==> config.mk <==
export PLATFORM = sky130hd
export DESIGN_NAME = pc_seq_unit
export DESIGN_NICKNAME = d
export VERILOG_FILES = /design/src/rtl/pcs_pkg.sv /design/src/rtl/pcs_ret_stack.sv /design/src/rtl/pcs_next_pc.sv /design/src/rtl/pcs_ctrl.sv /design/src/rtl/pc_seq_unit.sv
export SDC_FILE = /design/constraint.sdc
export NUM_CORES = 1
export LEC_CHECK = 0
export ABC_AREA = 1
export BUFFER_PORTS_ARGS = -buffer_cell sky130_fd_sc_hd__clkbuf_2
export CAP_MARGIN = 20
export CORE_UTILIZATION = 40
export CTS_BUF_LIST = sky130_fd_sc_hd__clkbuf_4 sky130_fd_sc_hd__clkbuf_8
export CTS_CLUSTER_DIAMETER = 80
export DETAILED_ROUTE_END_ITERATION = 12
export PLACE_DENSITY = 0.68
export SYNTH_ARGS = -nofsm -noshare
export SYNTH_HDL_FRONTEND = slang
export SYNTH_HIERARCHICAL = 1
export SYNTH_SLANG_ARGS = --single-unit
==> constraint.sdc <==
create_clock -name clk -period 2.24 [get_ports clk]
set_input_delay 0.448 -clock clk [delete_from_list [all_inputs] [get_ports clk]]
set_output_delay 0.448 -clock clk [all_outputs]
set_load 0.02 [all_outputs]
==> src/rtl/pcs_pkg.sv <==
package pcs_pkg;

    typedef enum logic [2:0] {
        OP_SEQ   = 3'd0,
        OP_JMP   = 3'd1,
        OP_CALL  = 3'd2,
        OP_LJMP  = 3'd3,
        OP_LCALL = 3'd4,
        OP_RET   = 3'd5,
        OP_ADDPC = 3'd6,
        OP_WRPC  = 3'd7
    } pc_op_e;

    typedef enum logic {
        ST_RUN  = 1'b0,
        ST_LONG = 1'b1
    } seq_state_e;

    typedef enum logic [2:0] {
        SRC_HOLD  = 3'd0,
        SRC_INC   = 3'd1,
        SRC_SHORT = 3'd2,
        SRC_LONG  = 3'd3,
        SRC_STACK = 3'd4,
        SRC_ADD   = 3'd5,
        SRC_LOW   = 3'd6,
        SRC_VEC   = 3'd7
    } pc_src_e;

endpackage

==> src/rtl/pcs_ret_stack.sv <==
module pcs_ret_stack #(
    parameter int DEPTH = 8,
    parameter int W     = 12
) (
    input  logic         clk,
    input  logic         rst_n,
    input  logic         push,
    input  logic         pop,
    input  logic [W-1:0] push_data,
    output logic [W-1:0] top
);
    localparam int PTR_W = (DEPTH > 1) ? $clog2(DEPTH) : 1;

    logic [PTR_W-1:0] ptr_q;
    logic [PTR_W-1:0] below;
    logic [W-1:0]     entry [DEPTH];

    assign below = ptr_q - 1'b1;
    assign top   = entry[below];

    always_ff @(posedge clk) begin
        if (!rst_n) begin
            ptr_q <= '0;
        end else if (push) begin
            ptr_q <= ptr_q + 1'b1;
        end else if (pop) begin
            ptr_q <= below;
        end
    end

    for (genvar g = 0; g < DEPTH; g++) begin : g_slot
        always_ff @(posedge clk) begin
            if (!rst_n) begin
                entry[g] <= '0;
            end else if (push && (ptr_q == PTR_W'(g))) begin
                entry[g] <= push_data;
            end
        end
    end

    // ring pointer advances on push and wraps
    p_push_ptr_r10: assert property (@(posedge clk) disable iff (!rst_n)
        push |=> ptr_q == $past(ptr_q) + 1'b1);

    // a pop steps the pointer back by one
    p_pop_ptr_r7: assert property (@(posedge clk) disable iff (!rst_n)
        (pop && !push) |=> ptr_q == $past(ptr_q) - 1'b1);

    // the controller never pushes and pops together
    p_excl_r10: assert property (@(posedge clk) disable iff (!rst_n)
        !(push && pop));

endmodule

==> src/rtl/pcs_next_pc.sv <==
module pcs_next_pc
    import pcs_pkg::*;
#(
    parameter int          PC_W     = 12,
    parameter int          SHORT_W  = 10,
    parameter int          LONG_W   = 11,
    parameter int          BYTE_W   = 8,
    parameter logic [11:0] VEC_ADDR = 12'h008
) (
    input  pc_src_e             src,
    input  logic [PC_W-1:0]     pc,
    input  logic [SHORT_W-1:0]  short_tgt,
    input  logic [LONG_W-1:0]   long_tgt,
    input  logic [BYTE_W-1:0]   acc,
    input  logic [BYTE_W-1:0]   wr_data,
    input  logic [PC_W-1:0]     stack_top,
    output logic [PC_W-1:0]     pc_inc,
    output logic [PC_W-1:0]     nxt
);
    logic [PC_W-1:0] acc_ext;

    assign acc_ext = {{(PC_W-BYTE_W){1'b0}}, acc};
    assign pc_inc  = pc + 1'b1;

    always_comb begin
        unique case (src)
            SRC_HOLD:  nxt = pc;
            SRC_INC:   nxt = pc_inc;
            SRC_SHORT: nxt = {pc[PC_W-1:SHORT_W], short_tgt};
            SRC_LONG:  nxt = {pc[PC_W-1:LONG_W], long_tgt};
            SRC_STACK: nxt = stack_top;
            SRC_ADD:   nxt = pc + acc_ext;
            SRC_LOW:   nxt = {pc[PC_W-1:BYTE_W], wr_data};
            SRC_VEC:   nxt = VEC_ADDR[PC_W-1:0];
            default:   nxt = pc;
        endcase
    end

endmodule

==> src/rtl/pcs_ctrl.sv <==
module pcs_ctrl
    import pcs_pkg::*;
#(
    parameter int LONG_W = 11
) (
    input  logic              clk,
    input  logic              rst_n,
    input  pc_op_e            op,
    input  logic              irq_take,
    input  logic [LONG_W-1:0] operand,
    output pc_src_e           src,
    output logic              push,
    output logic              push_cur,
    output logic              pop,
    output logic              stall,
    output logic [LONG_W-1:0] long_tgt
);
    seq_state_e        state_q, state_d;
    logic [LONG_W-1:0] tgt_q;
    logic              lcall_q;
    logic              is_long;

    assign is_long  = (op == OP_LJMP) || (op == OP_LCALL);
    assign long_tgt = tgt_q;

    // state register
    always_ff @(posedge clk) begin
        if (!rst_n) begin
            state_q <= ST_RUN;
            tgt_q   <= '0;
            lcall_q <= 1'b0;
        end else begin
            state_q <= state_d;
            if (state_q == ST_RUN && !irq_take && is_long) begin
                tgt_q   <= operand;
                lcall_q <= (op == OP_LCALL);
            end
        end
    end

    // next state and outputs
    always_comb begin
        state_d  = state_q;
        src      = SRC_HOLD;
        push     = 1'b0;
        push_cur = 1'b0;
        pop      = 1'b0;
        stall    = 1'b0;
        unique case (state_q)
            ST_RUN: begin
                if (irq_take) begin
                    src      = SRC_VEC;
                    push     = 1'b1;
                    push_cur = 1'b1;
                end else begin
                    unique case (op)
                        OP_SEQ:   src = SRC_INC;
                        OP_JMP:   src = SRC_SHORT;
                        OP_CALL: begin
                            src  = SRC_SHORT;
                            push = 1'b1;
                        end
                        OP_LJMP, OP_LCALL: begin
                            src     = SRC_HOLD;
                            state_d = ST_LONG;      // RUN_TO_LONG
                        end
                        OP_RET: begin
                            src = SRC_STACK;
                            pop = 1'b1;
                        end
                        OP_ADDPC: src = SRC_ADD;
                        OP_WRPC:  src = SRC_LOW;
                        default:  src = SRC_INC;
                    endcase
                end
            end
            ST_LONG: begin
                stall   = 1'b1;
                src     = SRC_LONG;
                push    = lcall_q;
                state_d = ST_RUN;                   // LONG_TO_RUN
            end
            default: state_d = ST_RUN;
        endcase
    end

    // the long state lasts exactly one cycle
    p_long_once_r5: assert property (@(posedge clk) disable iff (!rst_n)
        state_q == ST_LONG |=> state_q == ST_RUN);

    // the long-call flag is captured only on the first cycle of a long op
    p_lcall_cap_r6: assert property (@(posedge clk) disable iff (!rst_n)
        (state_q == ST_RUN && !irq_take && op == OP_LCALL) |=> lcall_q);

endmodule

==> src/rtl/pc_seq_unit.sv <==
module pc_seq_unit
    import pcs_pkg::*;
#(
    parameter int          PC_W      = 12,
    parameter int          SHORT_W   = 10,
    parameter int          LONG_W    = 11,
    parameter int          BYTE_W    = 8,
    parameter int          STK_DEPTH = 8,
    parameter logic [11:0] VEC_ADDR  = 12'h008
) (
    input  logic              clk,
    input  logic              rst_n,
    input  logic [2:0]        op,
    input  logic [LONG_W-1:0] operand,
    input  logic [BYTE_W-1:0] acc,
    input  logic [BYTE_W-1:0] wr_data,
    input  logic              irq_take,
    output logic [PC_W-1:0]   fetch_addr,
    output logic              stall
);
    pc_op_e          op_e;
    pc_src_e         src;
    logic            push, push_cur, pop;
    logic [LONG_W-1:0] long_tgt;
    logic [PC_W-1:0] pc_q, pc_d, pc_inc, stack_top, push_data;

    assign op_e       = pc_op_e'(op);
    assign fetch_addr = pc_q;
    assign push_data  = push_cur ? pc_q : pc_inc;

    pcs_ctrl #(.LONG_W(LONG_W)) u_ctrl (
        .clk      (clk),
        .rst_n    (rst_n),
        .op       (op_e),
        .irq_take (irq_take),
        .operand  (operand),
        .src      (src),
        .push     (push),
        .push_cur (push_cur),
        .pop      (pop),
        .stall    (stall),
        .long_tgt (long_tgt)
    );

    pcs_next_pc #(
        .PC_W(PC_W), .SHORT_W(SHORT_W), .LONG_W(LONG_W),
        .BYTE_W(BYTE_W), .VEC_ADDR(VEC_ADDR)
    ) u_next (
        .src       (src),
        .pc        (pc_q),
        .short_tgt (operand[SHORT_W-1:0]),
        .long_tgt  (long_tgt),
        .acc       (acc),
        .wr_data   (wr_data),
        .stack_top (stack_top),
        .pc_inc    (pc_inc),
        .nxt       (pc_d)
    );

    pcs_ret_stack #(.DEPTH(STK_DEPTH), .W(PC_W)) u_stack (
        .clk       (clk),
        .rst_n     (rst_n),
        .push      (push),
        .pop       (pop),
        .push_data (push_data),
        .top       (stack_top)
    );

    always_ff @(posedge clk) begin
        if (!rst_n) pc_q <= '0;
        else        pc_q <= pc_d;
    end

    // sequential step
    p_seq_inc_r2: assert property (@(posedge clk) disable iff (!rst_n)
        (!stall && !irq_take && op_e == OP_SEQ)
        |=> fetch_addr == PC_W'($past(fetch_addr) + 1'b1));

    // short jump stays in its page
    p_short_page_r3: assert property (@(posedge clk) disable iff (!rst_n)
        (!stall && !irq_take && op_e == OP_JMP)
        |=> fetch_addr[PC_W-1:SHORT_W] == $past(fetch_addr[PC_W-1:SHORT_W])
            && fetch_addr[SHORT_W-1:0] == $past(operand[SHORT_W-1:0]));

    // a long op stalls and holds the address
    p_long_stall_r5: assert property (@(posedge clk) disable iff (!rst_n)
        (!stall && !irq_take && (op_e == OP_LJMP || op_e == OP_LCALL))
        |=> stall && fetch_addr == $past(fetch_addr));

    // stall never lasts two cycles
    p_stall_single_r5: assert property (@(posedge clk) disable iff (!rst_n)
        stall |=> !stall);

    // low write keeps the upper bits
    p_wrlow_keep_r9: assert property (@(posedge clk) disable iff (!rst_n)
        (!stall && !irq_take && op_e == OP_WRPC)
        |=> fetch_addr[PC_W-1:BYTE_W] == $past(fetch_addr[PC_W-1:BYTE_W])
            && fetch_addr[BYTE_W-1:0] == $past(wr_data));

    // accepted interrupt goes to the vector
    p_irq_vec_r11: assert property (@(posedge clk) disable iff (!rst_n)
        (!stall && irq_take) |=> fetch_addr == VEC_ADDR[PC_W-1:0]);

endmodule

======== Word-level counts from Yosys, hierarchy flattened ========
Memories as Yosys holds them, arrays and structs flattened.
Index checks and enable logic that the tools add are counted.
storage, ports and cells
  register bits after elaboration ......... 28
  bits in writable memories ............... 96
  logic and storage cells ................. 120
  memories ................................ 1
cells by class
  $add $sub $neg .......................... 4
  eq/ne operators ......................... 21
  muxes and demuxes ....................... 52
  bitwise operators ....................... 13
  reductions and logical operators ........ 21
memory list
  name           depth  bits a word  rd ports  clocked after memory_dff  write ports  RTL line             RTL
  u_stack.entry  8      12           1         0                         8            pcs_ret_stack.sv:16  logic [W-1:0] entry [DEPTH];
operators with widths
  operator                 number
  $mux W12                 9
  $pmux W12 S7             1
  $eq A3 B3 Y1 const B     12
  $mux W1                  35
  $eq A3 B2 Y1 const B     6
  $pmux W3 S6              1
  $add A12 B1 Y12 const B  1
  $add A12 B8 Y12          1
  $logic_and A1 B1 Y1      10
  $eq A3 B1 Y1 const B     3
  $logic_not A3 Y1         3
  $mux W3                  3
  $or A1 B1 Y1             8
  $pmux W3 S2              1
  $not A1 Y1               5
  $pmux W1 S2              2
  $reduce_and A4 Y1        1
  $reduce_or A2 Y1         2
  $add A3 B1 Y3 const B    1
  $reduce_and A3 Y1        1
  $sub A3 B1 Y3 const B    1
  $reduce_and A2 Y1        1
  $reduce_bool A2 Y1       1
  $logic_not A1 Y1         1
  $logic_or A1 B1 Y1       1

======== Longest topological paths before layout ========
  word-level depth ........................ 9
  depth in mapped cells ................... 18
  mapped depth without buffers ............ 16

======== Modules after synthesis ========
The synthesis kept the hierarchy.
by module, submodules not included
  module         times used  cells each  area each (um^2)  sequential area each (um^2)
  pcs_ret_stack  1           589         5,068.6           2,942.8
  pcs_next_pc    1           319         1,554.0           0.0
  pcs_ctrl       1           105         654.4             260.2
  pc_seq_unit    1           76          493.0             240.2

======== Worst setup path before layout ========
No wires, ideal clock.
  kind .................................... flip-flop to flip-flop
  start point ............................. reg u_stack.ptr_q[0]
  end point ............................... reg pc_q[7] (netlist: fetch_addr[7])
  arrival time ............................ 2,156 ps
  required time ........................... 2,184 ps
  path slack .............................. 28 ps
  cell stages (with the launch flop) ...... 18
  period minus slack after synthesis ...... 2,212 ps
  cell sequence ........................... dfxtp_1 > inv_2 > clkbuf_1 > ha_1 > buf_2 > clkbuf_1 > nand3_1 > nand2_1 > nand2_1 > nand2_1 > nand3_1 > nand3_1 > nor2_1 > nand2_1 > inv_1 > a21oi_2 > nand2_1 > inv_1
between the ends
  longest elaborated chain between the ends .. 3
ends and longest elaborated chain
  item                    RTL line             RTL
  from (decl)             pcs_ret_stack.sv:14  logic [PTR_W-1:0] ptr_q;
  from (signal assigned)  pcs_ret_stack.sv:25  ptr_q <= ptr_q + 1'b1;
  from (signal assigned)  pcs_ret_stack.sv:27  ptr_q <= below;
  $sub A3 B1 Y3           pcs_ret_stack.sv:18  assign below = ptr_q - 1'b1;
  $mem_v2 Z8 W12          n/a
  via stack_top[7]        pc_seq_unit.sv:25    logic [PC_W-1:0] pc_q, pc_d, pc_inc, stack_top, push_data;
  $pmux W12 S7            pcs_next_pc.sv:26    unique case (src)
  via pc_d[7]             pc_seq_unit.sv:25
  to (signal assigned)    pc_seq_unit.sv:71    else pc_q <= pc_d;
  to (decl)               pc_seq_unit.sv:25
The timed path passes the listed nets, and every way through them passes these cells.
A chain may end at the register's enable or synchronous reset.

======== Final worst setup path ========
  start point ............................. reg pc_q[0] (netlist: fetch_addr[0])
  end point ............................... reg pc_q[4] (netlist: fetch_addr[4])
between the ends
  longest elaborated chain between the ends .. 2
ends and longest elaborated chain
  item                                                       RTL line
  $add A12 B8 Y12 / $add A12 B1 Y12 (equally long branches)  pcs_next_pc.sv:32, pcs_next_pc.sv:23
  $pmux W12 S7 *                                             pcs_next_pc.sv:26
  via pc_d[4]                                                pc_seq_unit.sv:25
The timed path passes the listed nets; every way through them passes the cells marked *.

==> results_dict.tcl <==
set metrics [dict create \
    run_status "completed" \
    synth_area_per_cell_um2 7.13 \
    placed_area_mm2 0.00848 \
    setup_ws_ns 0.170 \
    grt_pass1_wl_mm 32.3 \
    synth_largest_area_cell "sky130_fd_sc_hd__edfxtp_1" \
    num-fill-cells 1909 \
    rsz0062_at_grt "false" \
    yosys.area_share.simple_pct 37.2 \
    cts.path.max_buffers 2 \
    grt_max_degree 52 \
    fraction_of_the_cycle_the_final_worst_path_needs_pct 92.4 \
    flow.area_growth_from_synthesis_pct 14.6 \
    drt-vias-per-instance 4.85 \
    timing.max_cap.violations 0 \
    timing.reg2reg.worst_path_depth 12 \
    netlist_area_mm2 0.00777 \
    period_needed_ns 2.07 \
    std_cell_rows 50 \
    initial_utilization_pct 41.1 \
    hpwlAfterDp_mm 14.9 \
    cts.sinks 124 \
    syn_nets 1138 \
    async_s_r_ff_share_synth_pct 0 \
    fmax_mhz 483 \
    via_count_of_the_first_global_routing_pass 6312 \
    register_area_mm2 0.00345 \
    vdd_ir_drop_max_mv 0.499 \
    portBuffers 45 \
    route.antenna.remaining_nets 0 \
    netlist_top_cells_area "sky130_fd_sc_hd__edfxtp_1, sky130_fd_sc_hd__nand2_1, sky130_fd_sc_hd__inv_1, sky130_fd_sc_hd__nor2_1, sky130_fd_sc_hd__dfxtp_1" \
    ctsRootBufferMaster "sky130_fd_sc_hd__clkbuf_8" \
    die_area_mm2 0.0200 \
    worst_clock_skew_ns 0.00934 \
    clk-insertion-delay-late_ns 0.46 \
    synth_top_area_share_pct 37.1 \
    grt_antenna_before_repair 0 \
    critical_path.reg2reg.endpoint "fetch_addr[4]" \
    worst_setup_sp_type "flip-flop" \
    synth.distinct_cells 43 \
    final_weighted_congestion_of_routability_driven_global_placement 0.916 \
    detail_route.iter0.violations 562 \
    detailroute.via_count 6954 \
    critPathKind "reg2reg" \
    tritoncts "built" \
    end_kind "flip-flop" \
    die_w_um 141 \
    multi_input_area_mm2 0.00334 \
    h-tree-depth 4 \
    postLayoutCellArea_mm2 0.00890 \
    post_cts.resized_instances 0 \
    rrSetupSlack_ns 0.17 \
    io_pins 46 \
    synth-warning-count 6 \
    cts.reportedPaths.clkPinSlew_ns 0.07 \
    placeableCoreArea_mm2 0.0189 \
    timing_hold_violations_final 0 \
    timing.hold.worst.class "in2reg" \
    power.leakage_nw 4.36 \
    power-per-cell-area_mw_per_mm2 705 \
    drive_gt1_share_pct 14.2 \
    antenna_cells 0 \
    grt.total_usage_pct 21.5 \
    global_route.overflow_total 0 \
    r2r-start "fetch_addr[0]" \
    muxShareOfSynthArea_pct 0 \
    first_pass_iters 6 \
    post_synthesis_sequential_element_count 124 \
    final_nets 1209 \
    synth_flop_cell "sky130_fd_sc_hd__edfxtp_1" \
    synth_edf_count 96 \
    post-place-ws_ns -0.0129 \
    critical_path_arrival_ns 2.48 \
    arithmetic_cell_share_of_the_synthesized_area_counting_full_adders_half_adders_and_majority_gates_pct 2.67 \
    yosysSeqAreaShare_pct 44.3 \
    transition_time_of_the_tightest_slew_check_pin_ns 0.650 \
    report.final.setup_viol 0 \
    synth_xor_xnor_area_share_pct 0.548 \
    worst_hold_path.endpoint "u_ctrl/long_tgt[10]" \
    cell_depth_of_the_worst_hold_path 5 \
    synth-compound-area-share_pct 2.61 \
    die_height_um 141 \
    timing.critical_path.required_ns 2.65 \
    launch_instance_of_the_worst_min_delay_path "operand[10]" \
    number_of_cts_inserted_buffers 17 \
    syn_inst 1089 \
    avgRoutedWirePerCell_um 14.3 \
    slew_viol_final 0 \
    post-cts-setup-buffer-count 0 \
    hold_buffers 0 \
    slew_headroom_pct 56.7 \
    dominant_combinational_cell_family_by_area_after_synthesis "simple AND/OR/NAND/NOR gates" \
    routed_wirelength_mm 20.5 \
    critPathMaxFanout 5 \
    remaining_drc_errors 0 \
]
==> worst max path at each step <==
stage | startpoint | to | slack [ns] | depth (start not counted)
4_1_cts | u_stack/ptr_q[1] | fetch_addr[5] | 0.14 | 15
6_report | fetch_addr[0] | fetch_addr[4] | 0.17 | 12
3_5_place_dp | op[0] | fetch_addr[10] | -0.01 | 15
2_1_floorplan | u_stack/ptr_q[0] | fetch_addr[7] | 0.03 | 17
3_3_place_gp | op[0] | fetch_addr[8] | 0.03 | 14
5_1_grt | fetch_addr[0] | fetch_addr[4] | 0.004 | 12
==> critical path: stages, from the launching register on <==
cell and delay, ns:
sky130_fd_sc_hd__dfxtp_1 0.38, sky130_fd_sc_hd__ha_1 0.30, sky130_fd_sc_hd__fa_1 0.42, sky130_fd_sc_hd__nand2_1 0.12
sky130_fd_sc_hd__nand3_1 0.13, sky130_fd_sc_hd__and2_1 0.18, sky130_fd_sc_hd__nand2_1 0.05, sky130_fd_sc_hd__nand3_1 0.13
sky130_fd_sc_hd__nand3_1 0.10, sky130_fd_sc_hd__o21ai_1 0.06, sky130_fd_sc_hd__inv_1 0.05, sky130_fd_sc_hd__nand2_1 0.04
sky130_fd_sc_hd__inv_1 0.05
==> registers in the layout, summed over array words and instances (netlist names) <==
name / flops
u_ctrl/long_tgt: 11
u_stack/ptr_q: 3
u_ctrl/state_q: 1
u_ctrl/lcall_q: 1
fetch_addr: 12
u_stack/entry: 96
==> power by group <==
| part | internal [mW] | switching (mW) | total [mW] | leakage, nW |
|---|---|---|---|---|
| sequential | 2.61 | 0.0760 | 2.69 | 1.23 |
| clock | 1.11 | 0.930 | 2.04 | 0.207 |
| combinational | 0.500 | 1.05 | 1.55 | 2.92 |
| total | 4.22 | 2.06 | 6.28 | 4.36 |
==> cells in the final DEF, fill, tap and decap left out, types with 3 or more instances in the layout <==
cell type                   count
sky130_fd_sc_hd__buf_4         43
sky130_fd_sc_hd__dfxtp_1       26
sky130_fd_sc_hd__nand3_4        4
sky130_fd_sc_hd__clkinv_4       3
sky130_fd_sc_hd__o21ai_1        4
sky130_fd_sc_hd__clkinv_2       5
sky130_fd_sc_hd__o21bai_1       3
sky130_fd_sc_hd__ha_1          14
sky130_fd_sc_hd__inv_1        177
sky130_fd_sc_hd__nand2_1      380
sky130_fd_sc_hd__nand3_1      108
sky130_fd_sc_hd__a21oi_1       14
sky130_fd_sc_hd__nand4_1       11
sky130_fd_sc_hd__inv_2          6
sky130_fd_sc_hd__clkbuf_8      17
sky130_fd_sc_hd__nand3_2        4
sky130_fd_sc_hd__nor2_2         3
sky130_fd_sc_hd__clkbuf_2      45
sky130_fd_sc_hd__nand2_2        4
sky130_fd_sc_hd__bufinv_16      3
sky130_fd_sc_hd__nor2_1       152
sky130_fd_sc_hd__o21ai_0        5
sky130_fd_sc_hd__nor2_4         5
sky130_fd_sc_hd__edfxtp_1      96
sky130_fd_sc_hd__inv_4          3
sky130_fd_sc_hd__buf_12         5
==> Yosys cell counts (2+ instances only) <==
cell type / instances
sky130_fd_sc_hd__a21oi_1: 14
sky130_fd_sc_hd__a21oi_2: 2
sky130_fd_sc_hd__and2_1: 2
sky130_fd_sc_hd__buf_2: 21
sky130_fd_sc_hd__buf_4: 3
sky130_fd_sc_hd__buf_6: 10
sky130_fd_sc_hd__clkbuf_1: 6
sky130_fd_sc_hd__clkinv_1: 2
sky130_fd_sc_hd__clkinv_2: 2
sky130_fd_sc_hd__dfxtp_1: 28
sky130_fd_sc_hd__edfxtp_1: 96
sky130_fd_sc_hd__ha_1: 15
sky130_fd_sc_hd__inv_1: 177
sky130_fd_sc_hd__inv_2: 7
sky130_fd_sc_hd__nand2_1: 380
sky130_fd_sc_hd__nand2_2: 4
sky130_fd_sc_hd__nand3_1: 108
sky130_fd_sc_hd__nand3_2: 4
sky130_fd_sc_hd__nand3_4: 4
sky130_fd_sc_hd__nand3b_1: 2
sky130_fd_sc_hd__nand4_1: 11
sky130_fd_sc_hd__nor2_1: 152
sky130_fd_sc_hd__nor2_2: 3
sky130_fd_sc_hd__nor2_4: 5
sky130_fd_sc_hd__o211ai_1: 2
sky130_fd_sc_hd__o21ai_0: 5
sky130_fd_sc_hd__o21ai_1: 4
sky130_fd_sc_hd__o21bai_1: 3
sky130_fd_sc_hd__or2_2: 2
sky130_fd_sc_hd__xnor2_1: 2
==> layout make-up <==
cell class	instances	share of cell area, %
sequential	124	38.7
timing repair buffer	94	7.41
multi-input combinational	734	37.6
inverter	189	8.07
tap	260	3.65
clock inverter	14	1.90
clock buffer	18	2.71
==> through the flow <==
| step | total power [mW] | hold slack, ns | TNS, ns | cells | utilization, % |
|---|---|---|---|---|---|
| after global placement | 4.24 | 0.455 | 0 | 1401 | 44.9 |
| after detailed placement | 4.26 | 0.465 | -0.0222 | 1401 | 44.9 |
| final | 6.28 | 0.304 | 0 | 1433 | 47.1 |
| after global routing | 6.59 | 0.319 | 0 | 1433 | 47.1 |
| after floorplan | 3.73 | 0.437 | 0 | 1089 | - |
| after CTS | 6.29 | 0.277 | 0 | 1433 | 47.1 |
==> logic make-up (layout without fill, tap and decap cells) <==
kind of cell / after synthesis / after routing
simple gates: 680 / 680
buf+inv: 231 / 315
flops: 124 / 124
compound gates: 34 / 34
fa+ha+maj: 16 / 16
xor+xnor: 4 / 4
==> routing by layer <==
metal | global-route usage [%] | part of all wire (%) | vias up
li1 | - | - | 3504
met1 | 28.5 | 44 | 3189
met2 | 35.0 | 47 | 223
met3 | 4.25 | 7.0 | 38
met4 | 7.64 | 2.0 | 0
met5 | 0 | 0 | -
No activity file was read; power rests on OpenSTA's default activity.
